**config.mk**
```make
export PLATFORM = sky130hd
export DESIGN_NAME = obs_chain
export DESIGN_NICKNAME = d
export VERILOG_FILES = /design/src/rtl/obs_chain_pkg.sv /design/src/rtl/obs_mode_dec.sv /design/src/rtl/obs_cell.sv /design/src/rtl/obs_chain.sv
export SDC_FILE = /design/constraint.sdc
export NUM_CORES = 1
export LEC_CHECK = 0
export ABC_AREA = 1
export BUFFER_PORTS_ARGS = -buffer_cell sky130_fd_sc_hd__buf_2
export CORE_AREA = 5 5 42 44
export CTS_CLUSTER_DIAMETER = 150
export CTS_CLUSTER_SIZE = 10
export DETAILED_ROUTE_END_ITERATION = 8
export DIE_AREA = 0 0 47 49
export GPL_ROUTABILITY_DRIVEN = 0
export SKIP_LAST_GASP = 1
export SLEW_MARGIN = 40
export SYNTH_ARGS = -nofsm -noshare
export SYNTH_HDL_FRONTEND = slang
export SYNTH_SLANG_ARGS = --single-unit
```
**constraint.sdc**
```tcl
create_clock -name clk -period 1.2 [get_ports clk]
set_clock_uncertainty 0.2 [all_clocks]
set_input_delay 0 -clock clk [delete_from_list [all_inputs] [get_ports clk]]
set_output_delay 0 -clock clk [all_outputs]
set_load 0.005 [all_outputs]
```
**src/rtl/obs_chain_pkg.sv**
```systemverilog
package obs_chain_pkg;

    typedef enum logic [1:0] {
        MODE_HOLD      = 2'b00,
        MODE_SHIFT     = 2'b01,
        MODE_CAPTURE   = 2'b10,
        MODE_SIGNATURE = 2'b11
    } chain_mode_e;

    typedef struct packed {
        logic val;
    } cell_state_t;

endpackage

```
**src/rtl/obs_mode_dec.sv**
```systemverilog
module obs_mode_dec
    import obs_chain_pkg::*;
(
    input  logic        sample,
    input  logic        shift,
    output chain_mode_e mode
);

    always_comb begin
        unique case ({sample, shift})
            2'b00:   mode = MODE_HOLD;
            2'b01:   mode = MODE_SHIFT;
            2'b10:   mode = MODE_CAPTURE;
            default: mode = MODE_SIGNATURE;
        endcase
    end

endmodule

```
**src/rtl/obs_cell.sv**
```systemverilog
module obs_cell
    import obs_chain_pkg::*;
(
    input  logic        clk,
    input  logic        rst,
    input  chain_mode_e mode,
    input  logic        chain_in,
    input  logic        watch_bit,
    output logic        cell_out
);

    cell_state_t cell_d;
    cell_state_t cell_q;

    always_comb begin
        cell_d = cell_q;
        if (rst) begin
            cell_d.val = 1'b0;
        end else begin
            unique case (mode)
                MODE_HOLD:      cell_d.val = cell_q.val;
                MODE_SHIFT:     cell_d.val = chain_in;
                MODE_CAPTURE:   cell_d.val = watch_bit;
                MODE_SIGNATURE: cell_d.val = chain_in ^ watch_bit;
                default:        cell_d.val = cell_q.val;
            endcase
        end
    end

    always_ff @(posedge clk) begin
        cell_q <= cell_d;
    end

    assign cell_out = cell_q.val;

endmodule

```
**src/rtl/obs_chain.sv**
```systemverilog
module obs_chain
    import obs_chain_pkg::*;
#(
    parameter int CHAIN_LEN = 8
) (
    input  logic                 clk,
    input  logic                 rst,
    input  logic [CHAIN_LEN-1:0] obs_data,
    input  logic                 sample,
    input  logic                 shift,
    input  logic                 scan_in,
    output logic                 scan_out
);

    localparam int LAST = CHAIN_LEN - 1;

    chain_mode_e          mode;
    logic [CHAIN_LEN-1:0] cells_q;
    logic [CHAIN_LEN-1:0] link_d;

    obs_mode_dec u_dec (
        .sample (sample),
        .shift  (shift),
        .mode   (mode)
    );

    generate
        for (genvar i = 0; i < CHAIN_LEN; i++) begin : g_cell
            if (i == 0) begin : g_head
                assign link_d[i] = scan_in;
            end else begin : g_body
                assign link_d[i] = cells_q[i-1];
            end

            obs_cell u_cell (
                .clk       (clk),
                .rst       (rst),
                .mode      (mode),
                .chain_in  (link_d[i]),
                .watch_bit (obs_data[i]),
                .cell_out  (cells_q[i])
            );
        end
    endgenerate

    assign scan_out = cells_q[LAST];

    // the cycle after reset is released, every cell reads zero
    a_r1_reset_clear: assert property (@(posedge clk) disable iff (rst)
        $fell(rst) |-> (cells_q == '0));

    a_r2_capture: assert property (@(posedge clk) disable iff (rst)
        (sample && !shift) |=> (cells_q == $past(obs_data)));

    a_r3_shift: assert property (@(posedge clk) disable iff (rst)
        (shift && !sample) |=> (cells_q == {$past(cells_q[LAST-1:0]), $past(scan_in)}));

    a_r4_signature: assert property (@(posedge clk) disable iff (rst)
        (shift && sample) |=>
        (cells_q == ({$past(cells_q[LAST-1:0]), $past(scan_in)} ^ $past(obs_data))));

    a_r5_hold: assert property (@(posedge clk) disable iff (rst)
        (!shift && !sample) |=> $stable(cells_q));

endmodule

```
=== Word level (Yosys, flattened, before mapping) ===
Index checks and enable logic that the tools add are counted.

* Register bits: 8
* Output and inout port bits: 1
* Logic and storage cells: 32

* Eq/ne operators: 5
* Multiplexer cells: 9
* Reductions and logical operators: 2
* Bitwise operators: 8

{| class="wikitable"
|+ Operator list
! kind !! number
|-
| 1-bit one-hot mux with 3 select lines || 8
|-
| 1-bit XOR || 8
|-
| 2-bit == test, second input constant || 3
|-
| 2-bit one-hot mux with 3 select lines || 1
|-
| 2-bit by 1-bit == test with 1-bit output, second input constant || 2
|-
| 2-bit zero test || 2
|}

=== Longest topological paths before layout ===
* Depth after elaboration: 4
* Depth in mapped cells: 6

=== Hierarchy ===
From an unflattened synthesis, not the netlist that was laid out.

* Cells, all modules: 90
* Area, all modules: 508.0 um2

{| class="wikitable"
|+ Modules (own cells, without submodules)
! module !! times used !! sequential area each (um2) !! cells an instance !! area an instance (um2)
|-
| obs_cell || 8 || 20.0 || 11 || 62.6
|-
| obs_mode_dec || 1 || 0.0 || 2 || 7.5
|}

=== Worst setup path after synthesis ===
Ideal clock, no wire load.

* Path type: reg-to-reg
* From: reg g_cell[4].u_cell.cell_q
* To: reg g_cell[5].u_cell.cell_q
* Cell stages (with the launch flop): 6
* Required time: 863 ps
* Arrival time: 543 ps
* Slack: 320 ps
* Period minus slack after synthesis: 880 ps
* Cells stage by stage: dfxtp_1 nand2_1 inv_1 nand2_1 nand2_1 a21oi_2

* Cells in the longest elaborated chain, start to end: 2

{| class="wikitable"
|+ Ends and longest elaborated chain
! what !! RTL line !! source
|-
| start: declaration || obs_cell.sv:13 || <nowiki>cell_state_t cell_q;</nowiki>
|-
| start signal: assignment || obs_cell.sv:31 || <nowiki>cell_q <= cell_d;</nowiki>
|-
| 1-bit XOR || obs_cell.sv:24 || <nowiki>MODE_SIGNATURE: cell_d.val = chain_in ^ watch_bit;</nowiki>
|-
| 1-bit one-hot mux with 3 select lines * || obs_cell.sv:20 || <nowiki>unique case (mode)</nowiki>
|-
| end signal: assignment || obs_cell.sv:31 ||
|-
| end: declaration || obs_cell.sv:13 ||
|}

Every way passes the cells marked *; elsewhere a longest branch is shown, timed or not.
A chain may end at the register's enable or synchronous reset.

=== Final worst setup path ===
* From: in obs_data[6]
* To: reg g_cell[6].u_cell.cell_q

* Cells in the longest elaborated chain, start to end: 2

{| class="wikitable"
|+ Ends and longest elaborated chain
! what !! RTL line !! source
|-
| start: declaration || obs_chain.sv:8 || <nowiki>input logic [CHAIN_LEN-1:0] obs_data,</nowiki>
|-
| 1-bit XOR || obs_cell.sv:24 ||
|-
| 1-bit one-hot mux with 3 select lines * || obs_cell.sv:20 ||
|-
| end signal: assignment || obs_cell.sv:31 ||
|-
| end: declaration || obs_cell.sv:13 ||
|}

Marked as above.

==> results.yml <==
run_status:
  status: "finished, final reports clean"
hold_path:
  min-delay-start: "shift"
  hold_depth: 4
  whs_endpoint: "g_cell[5].u_cell.cell_out"
  worstHoldPathType: "in2reg"
power:
  power_density_nw_per_um2: 914
  ir_drop_mv: 0.510
  p_leak_nw: 0.433
route:
  vias: 512
  drt-met1-wl_um: 483
  viasPerCell: 4.16
  ant_nets: 0
  met2_length_um: 475
  dr.max_layer_used: "met3"
  dr_wl_met3_um: 56
  drt_iter0_markers: 6
  first_pass_iters: 4
  routedWlPerCell_um: 8.25
  totalWireLength_um: 1020
  drcViolationCount: 0
sta:
  fmax_mhz: 1020
  drv_slew: 0
  setup_slack_ns: 0.223
  max_slew_margin_pct: 83.4
  rsz0062_at_grt: "no"
  hold_viol_final: 0
  worst_pin_slew_ns: 0.249
  setup_viol: 0
  period_needed_ns: 0.977
  fin_crit_sh_pct: 81.4
  setup_tns_ns: 0
synthesis:
  yosysSeqAreaShare_pct: 31.0
  syn_area_um2: 517
  yosysWarnings: 0
  avgSynthCellArea_um2: 6.15
  ys_types: 7
  syn_nets: 97
  synth-seq-cells: 8
  syn_inst: 84
worst_setup_path:
  cp-start-kind: "input pin"
  slowest_stage: "dlygate4sd3_1"
  worst_path_most_repeated_cell: "nand2_1"
  criticalPathCategory: "in2reg"
  rr_worst_depth: 5
  rr_startpoint: "g_cell[3].u_cell.cell_out"
  cp_top_family: "buffers and inverters"
  r2r-end: "g_cell[4].u_cell.cell_out"
  critical_path_buf_inv_count: 3
  cp-end-kind: "flop"
  crit_path_max_fanout: 2
  worstPathArrival_ns: 0.96
  regToRegSetupSlack_ns: 0.28
  crit_path_cell_trace: "dlygate4sd3_1 > buf_2 > nand2_1 > inv_1 > nand2_1 > nand2_1 > a21oi_2"
  required_ns: 1.19
  slowest_delay_ns: 0.54
cells_and_area:
  drive_above_1_share_pct: 23.4
  diodes: 0
  mostFrequentLayoutCell: "nand2_1"
  largest_reg_flops: 8
  nets: 122
  instances_no_fill: 123
  layout_common_cells: "nand2_1 (48), inv_1 (16), buf_2 (13)"
  area_delta_synth_final_pct: 35.1
floorplan:
  num_rows: 14
  io_pins: 14
  die_w_um: 47
  initial_core_util_pct: 36.9
  die_y_um: 49
  dieArea_um2: 2300
  core_area_um2: 1400
clocking:
  cts-buffers-inserted: 3
  path_clk_slew_ns: 0.06
  cts_root_buffer: "clkbuf_4"
  cts_sinks: 8
  clk_latency_ns: 0.25
  h-tree-depth: 1
  clock_path_buffers: 2
  post_cts_buffers: 0
  cts_tree: "yes"
global_route:
  grt_start_max_net_pins: 10
  overflow: 0
  first_global_vias: 475
  grt_pass1_wl_um: 1770
  grt_util_all_layers_pct: 10.6
  antenna_found_initial: 0
placement:
  pre_cts_slack_ns: 0.283
  io_buffers: 13
  placed_cells: 110
  hpwl_um: 705
job:
  maxCapViolations: 0
==> report_power, final <==
part	internal (W)	leakage [nW]	switching [W]
logic	0.0000678	0.353	0.0000697
registers	0.000284	0.0662	0.00000863
clock network	0.000115	0.0138	0.0000931
total	0.000467	0.433	0.000172
==> worst max-delay path by stage <==
stage | from | endpoint | cells after the start
3_3_place_gp | g_cell[1].u_cell.cell_out | g_cell[2].u_cell.cell_out | 5
2_1_floorplan | g_cell[4].u_cell.cell_out | g_cell[5].u_cell.cell_out | 5
4_1_cts | obs_data[4] | g_cell[4].u_cell.cell_out | 7
6_report | obs_data[6] | g_cell[6].u_cell.cell_out | 7
3_5_place_dp | g_cell[3].u_cell.cell_out | g_cell[4].u_cell.cell_out | 5
5_1_grt | obs_data[4] | g_cell[4].u_cell.cell_out | 7
==> cell type report <==
cell class / count / area (µm²)
repair buffers: 23 / 165
inverters: 16 / 60.1
fillers: 159 / 703
well taps: 16 / 20.0
multi-input cells: 57 / 270
flip-flops and latches: 8 / 160
clock buffers: 3 / 22.5
==> stage by stage <==
| stage | hold slack [ns] | power, W | instance area, µm² | util [%] |
|---|---|---|---|---|
| after floorplan | 0.0549 | 0.000386 | 517 | - |
| after global placement | 0.134 | 0.000411 | 576 | 41.1 |
| after detailed placement | 0.137 | 0.000413 | 576 | 41.1 |
| after CTS | 0.0209 | 0.000649 | 698 | 49.8 |
| after global routing | 0.0564 | 0.000680 | 698 | 49.8 |
| final | 0.0186 | 0.000638 | 698 | 49.8 |
==> Yosys cell counts (all sizes together) <==
cell type	count	area share [%]
nor2	1	3.9
nand2	48	35
dfxtp	8	31
buf	3	5.1
a21oi	8	14
inv	16	12
==> tightest hold or removal path, delay by kind of cell <==
| family | cells | cell delay, ns |
|---|---|---|
| AOI/OAI and AO/OA | 1 | 0.05 |
| buffers and inverters | 1 | 0.23 |
| and+or+nand+nor | 2 | 0.15 |
==> layer usage <==
metal / GRT usage, % / vias up
met5: 0 / -
met4: 4.15 / 0
met3: 4.43 / 0
met2: 17.0 / 13
met1: 12.0 / 210
li1: - / 289
==> what timing repair did <==
item                      CTS  global route
gates resized for setup     0             0
hold endpoints to repair    8             0
hold buffers               10             0
==> kinds of logic after synthesis <==
group / after synthesis / share of synthesized area (%)
compound gates: 8 / 13.6
buf+inv: 19 / 16.7
flops: 8 / 31.0
simple gates: 49 / 38.7
(Power assumes the default switching activity.)
